## config.mk

```make
export PLATFORM = sky130hd
export DESIGN_NAME = nand_page_reader
export DESIGN_NICKNAME = d
export VERILOG_FILES = /design/src/rtl/nandrd_pkg.sv /design/src/rtl/nandrd_dpath.sv /design/src/rtl/nandrd_ctrl.sv /design/src/rtl/nand_page_reader.sv
export SDC_FILE = /design/constraint.sdc
export NUM_CORES = 1
export LEC_CHECK = 0
export ABC_AREA = 1
export BUFFER_PORTS_ARGS = -buffer_cell sky130_fd_sc_hd__buf_2
export CAP_MARGIN = 20
export CORE_MARGIN = 2
export CORE_UTILIZATION = 55
export CTS_CLUSTER_SIZE = 16
export DETAILED_ROUTE_END_ITERATION = 7
export GPL_TIMING_DRIVEN = 0
export PLACE_DENSITY = 0.86
export SLEW_MARGIN = 40
export SYNTH_ARGS = -nofsm -noshare
export SYNTH_HDL_FRONTEND = slang
export SYNTH_SLANG_ARGS = --single-unit
```

## constraint.sdc

```tcl
create_clock -name clk -period 6.01 [get_ports clk]
set_input_delay 0.601 -clock clk [delete_from_list [all_inputs] [get_ports clk]]
set_output_delay 0.601 -clock clk [all_outputs]
set_load 0.01 [all_outputs]
```

## src/rtl/nandrd_pkg.sv

```systemverilog
package nandrd_pkg;

  typedef enum logic [3:0] {
    ST_IDLE,
    ST_WSETUP,
    ST_WLOW,
    ST_WHOLD,
    ST_WAITWB,
    ST_BUSY,
    ST_WAITRR,
    ST_RELOW,
    ST_REHIGH,
    ST_PUSH,
    ST_FINISH
  } rdState_t;

  // strobes from control to datapath
  typedef struct packed {
    logic       load;     // latch request fields
    logic       capture;  // sample bus byte
    logic       advance;  // byte accepted by host
    logic [2:0] cycSel;   // which bus write is in progress
  } dpCtl_t;

  localparam logic [7:0] CMD_READ    = 8'h00;
  localparam logic [7:0] CMD_CONFIRM = 8'h30;

endpackage

```

## src/rtl/nandrd_dpath.sv

```systemverilog
module nandrd_dpath
  import nandrd_pkg::*;
#(
  parameter int COL_W      = 13,
  parameter int ROW_W      = 18,
  parameter int LEN_W      = 13,
  parameter int PAGE_BYTES = 4352
) (
  input  logic             clk,
  input  logic             rstN,
  input  dpCtl_t           dpCtl,
  input  logic [COL_W-1:0] reqCol,
  input  logic [ROW_W-1:0] reqRow,
  input  logic [LEN_W-1:0] reqLen,
  input  logic [7:0]       nandIoIn,
  output logic             rangeBad,
  output logic             lastByte,
  output logic [7:0]       ioOut,
  output logic [7:0]       outData
);

  localparam int COL_CYC   = (COL_W + 7) / 8;
  localparam int ROW_CYC   = (ROW_W + 7) / 8;
  localparam int ADDR_CYC  = COL_CYC + ROW_CYC;
  localparam int COL_PAD   = 8 * COL_CYC;
  localparam int ROW_PAD   = 8 * ROW_CYC;
  localparam int ADDR_BITS = COL_PAD + ROW_PAD;
  localparam logic [2:0] LAST_SEL = 3'(ADDR_CYC + 1);

  logic [COL_W-1:0]     colQ;
  logic [ROW_W-1:0]     rowQ;
  logic [LEN_W-1:0]     remQ;
  logic [7:0]           dataQ;
  logic [ADDR_BITS-1:0] addrVec;
  logic [7:0]           addrByte [ADDR_CYC];

  assign rangeBad = (reqLen == '0) ||
                    ((32'(reqCol) + 32'(reqLen)) > 32'(PAGE_BYTES));

  always_ff @(posedge clk or negedge rstN) begin
    if (!rstN) begin
      colQ  <= '0;
      rowQ  <= '0;
      remQ  <= '0;
      dataQ <= '0;
    end else begin
      if (dpCtl.load) begin
        colQ <= reqCol;
        rowQ <= reqRow;
        remQ <= reqLen;
      end else if (dpCtl.advance) begin
        remQ <= remQ - 1'b1;
      end
      if (dpCtl.capture) dataQ <= nandIoIn;
    end
  end

  assign lastByte = (remQ == LEN_W'(1));
  assign outData  = dataQ;

  // column bytes first, then row bytes, least significant byte first
  assign addrVec = {ROW_PAD'(rowQ), COL_PAD'(colQ)};

  for (genvar g = 0; g < ADDR_CYC; g++) begin : gAddrByte
    assign addrByte[g] = addrVec[8*g +: 8];
  end

  always_comb begin
    ioOut = CMD_READ;
    if (dpCtl.cycSel == LAST_SEL) ioOut = CMD_CONFIRM;
    for (int k = 0; k < ADDR_CYC; k++) begin
      if (dpCtl.cycSel == 3'(k + 1)) ioOut = addrByte[k];
    end
  end

endmodule

```

## src/rtl/nandrd_ctrl.sv

```systemverilog
module nandrd_ctrl
  import nandrd_pkg::*;
#(
  parameter int ADDR_CYC   = 5,
  parameter int T_SETUP    = 2,
  parameter int T_WE_LOW   = 3,
  parameter int T_WE_HIGH  = 2,
  parameter int T_WB       = 5,
  parameter int T_RR       = 2,
  parameter int T_RE_LOW   = 3,
  parameter int T_RE_HIGH  = 2,
  parameter int BUSY_LIMIT = 2000
) (
  input  logic   clk,
  input  logic   rstN,
  input  logic   reqValid,
  input  logic   rangeBad,
  input  logic   lastByte,
  input  logic   outReady,
  input  logic   nandRdy,
  output logic   reqAck,
  output dpCtl_t dpCtl,
  output logic   outValid,
  output logic   done,
  output logic   rangeErr,
  output logic   busyErr,
  output logic   nandCeN,
  output logic   nandCle,
  output logic   nandAle,
  output logic   nandWeN,
  output logic   nandReN,
  output logic   nandIoOe
);

  localparam int M1 = (T_SETUP > T_WE_LOW) ? T_SETUP : T_WE_LOW;
  localparam int M2 = (T_WE_HIGH > T_WB) ? T_WE_HIGH : T_WB;
  localparam int M3 = (T_RR > T_RE_LOW) ? T_RR : T_RE_LOW;
  localparam int M4 = (M1 > M2) ? M1 : M2;
  localparam int M5 = (M3 > T_RE_HIGH) ? M3 : T_RE_HIGH;
  localparam int TMR_MAX = (M4 > M5) ? M4 : M5;
  localparam int TMR_W   = $clog2(TMR_MAX + 1);
  localparam int BUSY_W  = $clog2(BUSY_LIMIT + 1);
  localparam logic [2:0] LAST_IDX = 3'(ADDR_CYC + 1);

  rdState_t           state, stateNext;
  logic [TMR_W-1:0]   tmr;
  logic [BUSY_W-1:0]  busyCnt;
  logic [2:0]         cycIdx;
  logic [1:0]         rdySync;
  logic               tmrDone, accept, timedOut, inWrite, isCmd;

  function automatic logic [TMR_W-1:0] loadFor(rdState_t s);
    case (s)
      ST_WSETUP: return TMR_W'(T_SETUP - 1);
      ST_WLOW:   return TMR_W'(T_WE_LOW - 1);
      ST_WHOLD:  return TMR_W'(T_WE_HIGH - 1);
      ST_WAITWB: return TMR_W'(T_WB - 1);
      ST_WAITRR: return TMR_W'(T_RR - 1);
      ST_RELOW:  return TMR_W'(T_RE_LOW - 1);
      ST_REHIGH: return TMR_W'(T_RE_HIGH - 1);
      default:   return '0;
    endcase
  endfunction

  assign tmrDone  = (tmr == '0);
  assign reqAck   = (state == ST_IDLE);
  assign accept   = reqAck && reqValid;
  assign timedOut = (state == ST_BUSY) && !rdySync[1] &&
                    (busyCnt == BUSY_W'(BUSY_LIMIT - 1));

  always_comb begin
    stateNext = state;
    case (state)
      ST_IDLE:   if (accept && !rangeBad) stateNext = ST_WSETUP;
      ST_WSETUP: if (tmrDone) stateNext = ST_WLOW;
      ST_WLOW:   if (tmrDone) stateNext = ST_WHOLD;
      ST_WHOLD:  if (tmrDone) stateNext = (cycIdx == LAST_IDX) ? ST_WAITWB : ST_WSETUP;
      ST_WAITWB: if (tmrDone) stateNext = ST_BUSY;
      ST_BUSY: begin
        if (rdySync[1])    stateNext = ST_WAITRR;
        else if (timedOut) stateNext = ST_IDLE;
      end
      ST_WAITRR: if (tmrDone) stateNext = ST_RELOW;
      ST_RELOW:  if (tmrDone) stateNext = ST_REHIGH;
      ST_REHIGH: if (tmrDone) stateNext = ST_PUSH;
      ST_PUSH:   if (outReady) stateNext = lastByte ? ST_FINISH : ST_RELOW;
      ST_FINISH: stateNext = ST_IDLE;
      default:   stateNext = ST_IDLE;
    endcase
  end

  always_ff @(posedge clk or negedge rstN) begin
    if (!rstN) begin
      state    <= ST_IDLE;
      tmr      <= '0;
      busyCnt  <= '0;
      cycIdx   <= '0;
      rdySync  <= '0;
      rangeErr <= 1'b0;
      busyErr  <= 1'b0;
    end else begin
      state    <= stateNext;
      rdySync  <= {rdySync[0], nandRdy};
      rangeErr <= accept && rangeBad;
      busyErr  <= timedOut;
      if (stateNext != state) tmr <= loadFor(stateNext);
      else if (!tmrDone)      tmr <= tmr - 1'b1;
      if (state == ST_BUSY) busyCnt <= busyCnt + 1'b1;
      else                  busyCnt <= '0;
      if (accept)                             cycIdx <= '0;
      else if (state == ST_WHOLD && tmrDone)  cycIdx <= cycIdx + 1'b1;
    end
  end

  assign inWrite = (state == ST_WSETUP) || (state == ST_WLOW) || (state == ST_WHOLD);
  assign isCmd   = (cycIdx == 3'd0) || (cycIdx == LAST_IDX);

  assign nandCeN  = (state == ST_IDLE) || (state == ST_FINISH);
  assign nandCle  = inWrite && isCmd;
  assign nandAle  = inWrite && !isCmd;
  assign nandWeN  = (state != ST_WLOW);
  assign nandReN  = (state != ST_RELOW);
  assign nandIoOe = inWrite;
  assign outValid = (state == ST_PUSH);
  assign done     = (state == ST_FINISH);

  assign dpCtl.load    = accept && !rangeBad;
  assign dpCtl.capture = (state == ST_RELOW) && tmrDone;
  assign dpCtl.advance = (state == ST_PUSH) && outReady;
  assign dpCtl.cycSel  = cycIdx;

  // the wait on ready/busy never outlasts the configured limit
  assert_busy_bounded_R9: assert property (@(posedge clk) disable iff (!rstN)
    (state == ST_BUSY) |-> (busyCnt < BUSY_W'(BUSY_LIMIT)));

  // a timeout leaves the device deselected on the next cycle
  assert_timeout_release_R9: assert property (@(posedge clk) disable iff (!rstN)
    timedOut |=> (nandCeN && busyErr));

endmodule

```

## src/rtl/nand_page_reader.sv

```systemverilog
module nand_page_reader
  import nandrd_pkg::*;
#(
  parameter int COL_W      = 13,
  parameter int ROW_W      = 18,
  parameter int LEN_W      = 13,
  parameter int PAGE_BYTES = 4352,
  parameter int T_SETUP    = 2,
  parameter int T_WE_LOW   = 3,
  parameter int T_WE_HIGH  = 2,
  parameter int T_WB       = 5,
  parameter int T_RR       = 2,
  parameter int T_RE_LOW   = 3,
  parameter int T_RE_HIGH  = 2,
  parameter int BUSY_LIMIT = 2000
) (
  input  logic             clk,
  input  logic             rstN,
  input  logic             reqValid,
  output logic             reqAck,
  input  logic [COL_W-1:0] reqCol,
  input  logic [ROW_W-1:0] reqRow,
  input  logic [LEN_W-1:0] reqLen,
  output logic [7:0]       outData,
  output logic             outValid,
  input  logic             outReady,
  output logic             done,
  output logic             rangeErr,
  output logic             busyErr,
  output logic             nandCeN,
  output logic             nandCle,
  output logic             nandAle,
  output logic             nandWeN,
  output logic             nandReN,
  output logic [7:0]       nandIoOut,
  output logic             nandIoOe,
  input  logic [7:0]       nandIoIn,
  input  logic             nandRdy
);

  localparam int ADDR_CYC = (COL_W + 7) / 8 + (ROW_W + 7) / 8;

  dpCtl_t dpCtl;
  logic   rangeBad, lastByte;

  nandrd_ctrl #(
    .ADDR_CYC(ADDR_CYC), .T_SETUP(T_SETUP), .T_WE_LOW(T_WE_LOW),
    .T_WE_HIGH(T_WE_HIGH), .T_WB(T_WB), .T_RR(T_RR),
    .T_RE_LOW(T_RE_LOW), .T_RE_HIGH(T_RE_HIGH), .BUSY_LIMIT(BUSY_LIMIT)
  ) i_ctrl (
    .clk(clk), .rstN(rstN), .reqValid(reqValid), .rangeBad(rangeBad),
    .lastByte(lastByte), .outReady(outReady), .nandRdy(nandRdy),
    .reqAck(reqAck), .dpCtl(dpCtl), .outValid(outValid), .done(done),
    .rangeErr(rangeErr), .busyErr(busyErr), .nandCeN(nandCeN),
    .nandCle(nandCle), .nandAle(nandAle), .nandWeN(nandWeN),
    .nandReN(nandReN), .nandIoOe(nandIoOe)
  );

  nandrd_dpath #(
    .COL_W(COL_W), .ROW_W(ROW_W), .LEN_W(LEN_W), .PAGE_BYTES(PAGE_BYTES)
  ) i_dpath (
    .clk(clk), .rstN(rstN), .dpCtl(dpCtl), .reqCol(reqCol), .reqRow(reqRow),
    .reqLen(reqLen), .nandIoIn(nandIoIn), .rangeBad(rangeBad),
    .lastByte(lastByte), .ioOut(nandIoOut), .outData(outData)
  );

  // bus byte and latch strobes frozen while write-enable is low
  assert_we_stable_R11: assert property (@(posedge clk) disable iff (!rstN)
    (!nandWeN && $past(!nandWeN)) |->
      ($stable(nandIoOut) && $stable(nandCle) && $stable(nandAle)));

  // write and read strobes never overlap
  assert_no_we_re_overlap_R11: assert property (@(posedge clk) disable iff (!rstN)
    !(!nandWeN && !nandReN));

  // a stalled byte is held
  assert_stall_hold_R7: assert property (@(posedge clk) disable iff (!rstN)
    (outValid && !outReady) |=> (outValid && $stable(outData)));

  // done comes with the device released
  assert_done_release_R8: assert property (@(posedge clk) disable iff (!rstN)
    done |-> (nandCeN && !nandIoOe) ##1 !done);

  // a refused request leaves the device deselected
  assert_reject_quiet_R10: assert property (@(posedge clk) disable iff (!rstN)
    rangeErr |-> (nandCeN && nandWeN));

  // an accepted valid request selects the device next cycle
  assert_accept_select_R12: assert property (@(posedge clk) disable iff (!rstN)
    (reqAck && reqValid && !rangeBad) |=> (!nandCeN && !reqAck));

endmodule

```

# After elaboration in Yosys (flattened, before gate mapping)
# Index checks and enable logic that the tools add are counted.
# op_classes
n_reduce_logical	26
eq_ne	29
n_addsub	5
muxes	28
order_cmp	1
# ops
op	count
4-bit two-way mux	12
8-bit two-way mux	5
4-bit case mux with 10 select lines	1
32-bit by 13-bit greater-than comparator with 1-bit output (second input constant)	1
4-bit by 3-bit equality test with 1-bit output (second input constant)	7
13-bit two-way mux	2
4-bit by 2-bit equality test with 1-bit output (second input constant)	4
4-bit equality test (second input constant)	4
3-bit two-way mux	5
13-bit by 13-bit adder with 14-bit output	1
13-bit by 1-bit equality test with 1-bit output (second input constant)	1
13-bit zero test	1
13-bit by 1-bit subtractor with 13-bit output (second input constant)	1
11-bit by 1-bit adder with 11-bit output (second input constant)	1
11-bit equality test (second input constant)	1
11-bit two-way mux	1
1-bit logical AND	10
3-bit equality test (second input constant)	3
3-bit case mux with 3 select lines	1
4-bit by 1-bit equality test with 1-bit output (second input constant)	2
3-bit by 2-bit equality test with 1-bit output (second input constant)	2
3-bit zero test	2
6-bit two-way mux	1
1-bit logical OR	5
12 further kinds	15
# totals
word_cells	100
regBits	77
output_inout_bits	27
in_bits	57

# Depth between registers and ports, before layout
# Gate-level depths: netlist of run 1.
# logic_depth
word_depth	11
ltp_mapped	23
mapped_depth_nobuf	23

# Modules after synthesis
# A second synthesis of run 1 with hierarchy kept.
# hier_totals
hier_cells	671
area_unflattened_um2	4936.0
# modules_own_cells
mod	cells_per_inst	area_each_um2	instances	seq_area_each_um2
nandrd_dpath	453	3343.2	1	1301.2
nandrd_ctrl	218	1592.8	1	625.6

# Least setup slack after synthesis of run 1
# Ideal clock, no wire load.
# synth_timing
kind	input -> register
start	input port reqCol[0]
end	register i_dpath.remQ[1]
slack_ps	3384
path_buffers	1
cell_stages	20
setup_ps	137
required_time_ps	5873
arrival_time_ps	2489
cell_sequence	ha_1 -> inv_1 -> fa_1 -> inv_1 -> nand2_1 -> nand2_1 -> nand2_1 -> nand2_1 -> nand2_1 -> inv_1 -> nand2_1 -> nor2_1 -> nand2_1 -> nand2_1 -> nand3_1 -> nand2_1 -> nand3_2 -> buf_2 -> nand2_1 -> o221ai_1
# synth_between
elab_chain_cells	6
elab_cells_between_ends	7
cone_classes	1 x add/sub; 1 x order compare; 1 x mux; 4 x reduce/logical
# synth_rtl
item	line	source
from (decl)	nand_page_reader.sv:21	input logic [COL_W-1:0] reqCol,
13-bit by 13-bit adder with 14-bit output *	nandrd_dpath.sv:38	((32'(reqCol) + 32'(reqLen)) > 32'(PAGE_BYTES));
32-bit by 13-bit greater-than comparator with 1-bit output *	nandrd_dpath.sv:38	
1-bit logical OR *	nandrd_dpath.sv:37	assign rangeBad = (reqLen == '0) ||
1-bit zero test *	nandrd_ctrl.sv:127	assign dpCtl.load = accept && !rangeBad;
1-bit logical AND *	nandrd_ctrl.sv:127	
13-bit two-way mux or 2-bit nonzero test (tied branches)	-	
to (signal assigned)	nandrd_dpath.sv:50	remQ <= reqLen;
to (signal assigned)	nandrd_dpath.sv:52	remQ <= remQ - 1'b1;
to (decl)	nandrd_dpath.sv:32	logic [LEN_W-1:0] remQ;
# Mark *: on every way between the ends. The rest lies on a longest branch, timed or not.
# A chain may end at the register's enable or synchronous reset.

# Worst setup path after layout of run 1
# layout_timing
start	register i_ctrl.cycIdx[0]
end	output port nandIoOut[2]
# layout_between
elab_chain_cells	6
elab_cells_between_ends	10
cone_classes	5 x eq/ne; 5 x mux
# layout_rtl
item	line	source
from (decl)	nandrd_ctrl.sv:48	logic [2:0] cycIdx;
from (signal assigned)	nandrd_ctrl.sv:111	else if (state == ST_WHOLD && tmrDone) cycIdx <= cycIdx + 1'b1;
3-bit by 1-bit equality test with 1-bit output	nandrd_dpath.sv:72	if (dpCtl.cycSel == 3'(k + 1)) ioOut = addrByte[k];
8-bit two-way mux (4 in a row)	nandrd_dpath.sv:72	
8-bit two-way mux *	nandrd_dpath.sv:72	
to (decl)	nand_page_reader.sv:35	output logic [7:0] nandIoOut,
# Marks and branches as above.

==> run_results.csv, run 1 <==
group,metric,value,unit
sta,setup_viol,0,
clock_network,clk-insertion-delay-late,350,ps
worst_setup_path,critPathCaptureType,"primary output",
logic_synthesis,mappedNetlistArea,4940,µm²
global_routing,grt_pass1_vias,4657,
route,totalWireLength,12100,µm
power,p_total,2.15,mW
route,drc,0,
logic_synthesis,yosys.area_share.simple,0.305,
outcome,status,"completed",
logic_synthesis,synthAdderAreaFrac,0.0623,
final_layout,finalNetCount,832,
die,initial_core_util,0.566,
clock_network,ctsLongestPathBuffers,2,
logic_synthesis,syn_nets,737,
sta,worst_slew_pin_slew,478,ps
sta,rsz0062_at_grt,"no",
placement,gp_congestion,0.962,
sta,period_needed,3100,ps
route,viasPerCell,5.39,
final_layout,antenna-diode-count,0,
global_routing,grt_overflow,0,
final_layout,fillers,741,
worst_setup_path,critPathRequiredTime,5410,ps
route,final_antenna_net_count,0,
logic_synthesis,yosysSeqAreaShare,0.390,
route,first_pass_iters,5,
final_layout,fin_cells,864,
placement,hpwl,9460,µm
final_layout,final_util,0.655,
logic_synthesis,async_reset_ff_frac,1.00,
worst_setup_path,arrival,2500,ps
logic_synthesis,ys.flop_type,"dfrtp_1",
logic_synthesis,yosys-mux-area-fraction,0.0182,
sta,min_period_over_period,0.516,
die,core.rowCount,34,
clock_network,ctsHtreeMaxLevel,3,
die,coreArea,8720,µm²
logic_synthesis,synth.distinct_cells,53,
logic_synthesis,synth_seq_cells,77,
worst_setup_path,reg2reg_setup_slack,3560,ps
die,die_w,98.8,µm
logic_synthesis,synth-compound-area-share,0.114,
worst_setup_path,path_class,"flip-flop to primary output",
clock_network,cts_setup_buffers,0,
sta,max_slew_margin,0.681,
clock_network,cts.sink_count,77,
logic_synthesis,syn_area_per_cell,7.53,µm²
die,die-area,9750,µm²
sta,hold_ws,67.4,ps
clock_network,cts_hold_buf,0,
clock_network,root_buffer,"clkbuf_8",
sta,hold_viol_final,0,
power,power_density,376,nW/µm²
flow_run,cap_violations,0,
clock_network,cts_tree,"yes",
global_routing,grt_start_max_net_pins,63,
worst_setup_path,start_kind,"flip-flop",
logic_synthesis,synth-xor-area-share,0.0263,
clock_network,clkTransAtPathRegs,80,ps
logic_synthesis,syn_inst,656,
logic_synthesis,synth_top_family_by_area,"simple AND/OR/NAND/NOR gates",
die,io_pins,84,
sta,final_max_slew_viol_count,0,
placement,placed_cells,848,
logic_synthesis,synth_edf_count,0,
sta,fin_worst_skew,11.5,ps
route,drt_iter0_markers,242,
logic_synthesis,synth_top_area_share,0.390,
logic_synthesis,synth_top_area_cell,"dfrtp_1",
sta,max_freq,0.322,GHz
clock_network,cts_buffers,9,
route,wl_per_cell,14.0,µm
route,vias,4654,
final_layout,register_area,1930,µm²
placement,io_buffers,83,
global_routing,grtUsageTotal,0.257,
logic_synthesis,yosysWarnings,0,
final_layout,drive_gt1_frac,0.193,
sta,setup_tns,0,ps
global_routing,grt_pass1_wl,20500,µm
worst_setup_path,critPathMaxFanout,10,
final_layout,multi_input_area,2600,µm²
hold_path,hold_path_class,"input pin to async pin",
power,p_leak,3.02,nW
die,die_h,98.8,µm
logic_synthesis,synth.area.top_cells,"dfrtp_1 (39%), nand2_1 (15%), inv_1 (5.9%), ha_1 (5.8%), nor2_1 (4.8%)",
final_layout,syn2layout_area_growth,15.7,%
power,worst_ir_drop_vdd,0.141,mV
global_routing,antenna_found_initial,0,
clock_network,post_cts_resized,0,
where the power goes:
group / internal (mW) / switching, mW / leakage (nW)
combinational: 0.370 / 0.585 / 1.95
sequential: 0.688 / 0.112 / 0.967
clock: 0.190 / 0.200 / 0.0987
total: 1.25 / 0.897 / 3.02
worst max-delay path, stage by stage (launching register included):
cell and delay (ps):
dfrtp_1 410, ha_1 210, ha_1 180, clkbuf_1 220, inv_1 180, nand2_1 90
nor2_1 270, nand2_1 100, a221oi_1 320, buf_2 190
cells by family (layout without fill, tap and decap cells):
logic type / count (synthesis) / after routing
fa+ha+maj: 24 / 24
simple gates: 343 / 343
compound gates: 89 / 89
xor+xnor: 14 / 14
flops: 77 / 77
buf+inv: 101 / 201
mux: 8 / 8
routing by layer:
layer | GRT usage | wire length, µm | vias to the layer above
met1 | 0.325 | 5260 | 2167
met2 | 0.445 | 5940 | 147
li1 | - | - | 2312
met3 | 0.0383 | 618 | 28
met5 | 0 | 0 | -
met4 | 0.100 | 269 | 0
stage by stage:
step / cell area [µm²] / setup slack [ps]
global placement: 5490 / 2860
finish: 5710 / 2910
global route: 5710 / 2800
CTS: 5710 / 2960
detailed placement: 5520 / 2800
floorplan: 4940 / 3380
cells in the final DEF, fill, tap and decap left out, types with 3 or more instances in the layout:
cell,synthesis,routed
clkbuf_8,0,9
nand4_1,8,8
inv_2,6,6
mux2_2,8,8
a21oi_1,18,18
nor3_1,10,10
nand2_1,200,200
nor2_4,3,3
clkinv_2,0,4
nand3_1,39,39
o22ai_1,5,5
nor2_1,63,63
inv_1,77,77
nor4_1,3,3
ha_1,23,23
clkbuf_1,5,5
buf_2,6,88
buf_6,2,3
xor2_1,11,11
dfrtp_1,77,77
a31oi_1,4,4
o21ai_0,38,38
o211ai_1,8,8
state kept, by name (all words and copies together), names as in the netlist:
name,count
i_dpath.colQ,13
i_dpath.outData,8
i_ctrl.state,4
i_ctrl.tmr,3
i_dpath.remQ,13
i_ctrl.rdySync,2
i_ctrl.busyCnt,11
i_ctrl.rangeErr,1
i_dpath.rowQ,18
i_ctrl.cycIdx,3
i_ctrl.busyErr,1
synthesized netlist by cell type (all sizes together) (3+ instances only):
master  instances
a21oi          18
a31oi           5
buf             9
clkbuf          5
dfrtp          77
ha             23
inv            86
mux2            8
nand2         202
nand3          40
nand4           8
nor2           70
nor3           12
nor4            4
o211ai          9
o21ai          40
o22ai           5
or2             4
xnor2           3
xor2           11
cell type report:
cell class,instances,share of cell area
multi-input cells,478,0.454
flip-flops and latches,77,0.337
repair buffers,84,0.0786
inverters,87,0.0589
well taps,108,0.0237
clock buffers,9,0.0217
plain buffers,14,0.0138
clock inverters,7,0.0116
worst paths after layout:
path / startpoint / endpoint / cells past startpoint
max in group asynchronous: rstN / i_dpath.remQ[9] / 2
max: i_ctrl.cycIdx[0] / nandIoOut[2] / 9
min in group clk: i_ctrl.rdySync[0] / i_ctrl.rdySync[1] / 0
max reg2reg: i_ctrl.busyCnt[0] / i_ctrl.tmr[2] / 12
min reg2reg: i_ctrl.rdySync[0] / i_ctrl.rdySync[1] / 0
min: rstN / i_dpath.rowQ[8] / 1
(Power assumes the default switching activity.)
==> run 2: changes to the inputs <==
--- a/config.mk
+++ b/config.mk
@@ -5,15 +5,15 @@
 export SDC_FILE = /design/constraint.sdc
 export NUM_CORES = 1
 export LEC_CHECK = 0
-export ABC_AREA = 1
+export ABC_AREA = 0
 export BUFFER_PORTS_ARGS = -buffer_cell sky130_fd_sc_hd__buf_2
 export CAP_MARGIN = 20
 export CORE_MARGIN = 2
-export CORE_UTILIZATION = 55
+export CORE_UTILIZATION = 51
 export CTS_CLUSTER_SIZE = 16
 export DETAILED_ROUTE_END_ITERATION = 7
 export GPL_TIMING_DRIVEN = 0
-export PLACE_DENSITY = 0.86
+export PLACE_DENSITY = 0.85
 export SLEW_MARGIN = 40
 export SYNTH_ARGS = -nofsm -noshare
 export SYNTH_HDL_FRONTEND = slang
==> constraint.sdc (replaced) <==
create_clock -name clk -period 2.5 [get_ports clk]
set_input_delay 0.25 -clock clk [delete_from_list [all_inputs] [get_ports clk]]
set_output_delay 0.25 -clock clk [all_outputs]
set_load 0.01 [all_outputs]
==> run_results.csv, run 2 <==
group,metric,value,unit
outcome,violations,"setup timing",
logic_synthesis,yosysWarnings,0,
route,viasPerCell,5.90,
sta,worst_slew_pin_slew,669,ps
final_layout,syn2layout_area_growth,31.5,%
placement,pre_cts_ws,-609,ps
die,io_pins,84,
final_layout,register_area,1930,µm²
final_layout,finalNetCount,663,
final_layout,largest_register,"i_dpath.rowQ",
worst_setup_path,slowest_delay,360,ps
flow_run,cap_violations,0,
clock_network,cts_tree,"yes",
logic_synthesis,synth_common_cells,"dfrtp_1 (77), nor2_1 (50), mux2_2 (39), a21oi_1 (35)",
worst_setup_path,critPathMaxFanout,6,
placement,io_buffers,83,
power,p_total,6.40,mW
logic_synthesis,synth_edf_count,0,
placement,gp_congestion,0.883,
final_layout,antenna-diode-count,0,
sta,hold_viol_final,0,
clock_network,clkTransAtPathRegs,90,ps
sta,final_max_slew_viol_count,0,
power,worst_ir_drop_vdd,0.446,mV
logic_synthesis,yosysSeqAreaShare,0.415,
global_routing,grt_pass1_wl,19100,µm
logic_synthesis,syn_area_per_cell,9.97,µm²
global_routing,grt_overflow,0,
die,die_w,99.5,µm
worst_setup_path,path_cells,"buf_8 -> ha_4 -> inv_2 -> fa_2 -> nand2b_4 -> a21o_1 -> a21o_1 -> and3_4 -> o22ai_4 -> a311o_2 -> nand2_8 -> mux2_4 -> a221o_1",
final_layout,layout_commonest_cell,"buf_2",
worst_setup_path,arrival,2850,ps
sta,min_period_over_period,1.05,
logic_synthesis,yosysMostFrequentCell,"dfrtp_1",
worst_setup_path,path_class,"input pin to flip-flop",
die,coreArea,8760,µm²
logic_synthesis,syn_inst,466,
sta,period_needed,2610,ps
sta,setup_tns,-2060,ps
placement,hpwl,8520,µm
logic_synthesis,synth.distinct_cells,62,
die,core.rowCount,34,
route,first_pass_iters,4,
logic_synthesis,ys.flop_type,"dfrtp_1",
worst_setup_path,start_kind,"input pin",
clock_network,clk-insertion-delay-late,370,ps
worst_setup_path,crit_top_cell,"a21o_1",
worst_setup_path,slowest_stage,"a311o_2",
sta,rsz0062_at_grt,"yes",
final_layout,fillers,641,
logic_synthesis,syn_nets,547,
logic_synthesis,mappedNetlistArea,4650,µm²
global_routing,grtUsageTotal,0.242,
logic_synthesis,synth_seq_cells,77,
route,drc,0,
clock_network,cts_buffers,9,
final_layout,drive_gt1_frac,0.381,
clock_network,cts.sink_count,77,
logic_synthesis,async_reset_ff_frac,1.00,
route,totalWireLength,12300,µm
route,drt_iter0_markers,244,
logic_synthesis,synth_top_area_share,0.415,
route,final_antenna_net_count,0,
placement,placed_cells,658,
clock_network,root_buffer,"clkbuf_8",
sta,max_slew_margin,0.550,
clock_network,ctsLongestPathBuffers,2,
sta,max_freq,0.383,GHz
final_layout,fin_cells,694,
power,power_density,1050,nW/µm²
logic_synthesis,synth.area.top_cells,"dfrtp_1 (41%), mux2_2 (9.5%), ha_1 (6.2%), nor2_1 (4.0%), a21oi_1 (3.8%)",
worst_setup_path,critPathCaptureType,"flip-flop",
hold_path,hold_path_class,"input pin to flip-flop",
sta,fin_ws,-114,ps
die,die-area,9890,µm²
logic_synthesis,synth_top_area_cell,"dfrtp_1",
die,initial_core_util,0.530,
sta,setup_viol,36,
route,wl_per_cell,17.7,µm
outcome,status,"finished with violations",
die,die_h,99.5,µm
final_layout,largest_reg_flops,18,
sta,fin_worst_skew,10.8,ps
power,p_leak,2.88,nW
final_layout,multi_input_area,2910,µm²
route,vias,4096,
final_layout,final_cell_mix,"buf_2 (79), dfrtp_1 (77), nor2_1 (50)",
global_routing,grt_pass1_vias,3961,
global_routing,grt_start_max_net_pins,49,
global_routing,antenna_found_initial,0,
worst_setup_path,critPathRequiredTime,2740,ps
clock_network,ctsHtreeMaxLevel,3,
final_layout,reg.largest.list,"i_dpath.rowQ x18, i_dpath.colQ x13, i_dpath.remQ x13",
## run 2: changes by cell type after synthesis, sizes merged, moves of 19 or more
cell   delta
mux2     +31
nand3    -24
nor2     -19
o21ai    -19
nand2   -177
inv      -66
a21oi    +20
## run 2: metrics by stage
stage | instance area (µm²) | hold slack [ps] | util
4_1_cts | 5790 | 100 | 0.661
3_3_place_gp | 5360 | 339 | 0.612
2_1_floorplan | 4810 | -45.6 | -
3_5_place_dp | 5390 | 145 | 0.616
6_report | 6110 | 109 | 0.697
5_1_grt | 6110 | 98.7 | 0.697
## run 2: critical path: cells and delay by family
kind / cells / cell delay, ps
AOI/OAI and AO/OA: 5 / 1250
adders and majority gates: 2 / 470
buffers and inverters: 2 / 120
muxes: 1 / 270
and+or+nand+nor: 3 / 480
## run 2: area by class of cell
cell class	instances	share of cell area
well taps	108	0.0221
clock inverters	3	0.0113
clock buffers	12	0.0254
flip-flops and latches	77	0.315
multi-input cells	353	0.477
inverters	20	0.0123
plain buffers	15	0.0276
repair buffers	106	0.110
## run 2: timing repair
action | CTS | global route
cloned | 1 | 1
buffers inserted | 9 | 10
setup endpoints to repair | 52 | 51
resized for setup | 20 | 52
pin swaps | 13 | 23
hold endpoints to repair | 30 | 0
hold buffers | 2 | 0
## run 2: path summary, 6_finish.rpt
check / from / end / slack [ps] / cells past startpoint
setup / recovery: reqCol[0] / i_dpath.remQ[3] / -110 / 13
hold / removal: reqRow[14] / i_dpath.rowQ[14] / 110 / 2
setup reg to reg: i_dpath.remQ[7] / i_ctrl.tmr[2] / 50 / 8
hold reg to reg: i_ctrl.rdySync[0] / i_ctrl.rdySync[1] / 370 / 0
max in group asynchronous: rstN / i_dpath.colQ[12] / 1640 / 3
min in group asynchronous: rstN / i_dpath.rowQ[13] / 320 / 2
## run 2: power by group
part	total, mW	internal [mW]	leakage (nW)	switching (mW)
Combinational	3.19	1.61	1.79	1.58
Sequential	2.13	1.75	0.983	0.388
Clock	1.07	0.614	0.113	0.457
Total	6.40	3.97	2.88	2.43
## run 2: layer usage
metal  part of all wire  up-vias  track usage  wire length [µm]
met5                  0        -            0                 0
met4              0.017        0       0.0727               208
met2               0.49      149        0.404              5960
met1               0.43     2002        0.321              5270
met3              0.066       18       0.0464               814
li1                   -     1927            -                 -
## run 2: logic make-up after synthesis
| logic type | synth area share |
|---|---|
| DFF | 0.415 |
| and+or+nand+nor | 0.161 |
| adders and majority gates | 0.0662 |
| AOI/OAI and AO/OA | 0.171 |
| muxes | 0.101 |
| xor gates and xnor gates | 0.0433 |
| buffers and inverters | 0.0433 |
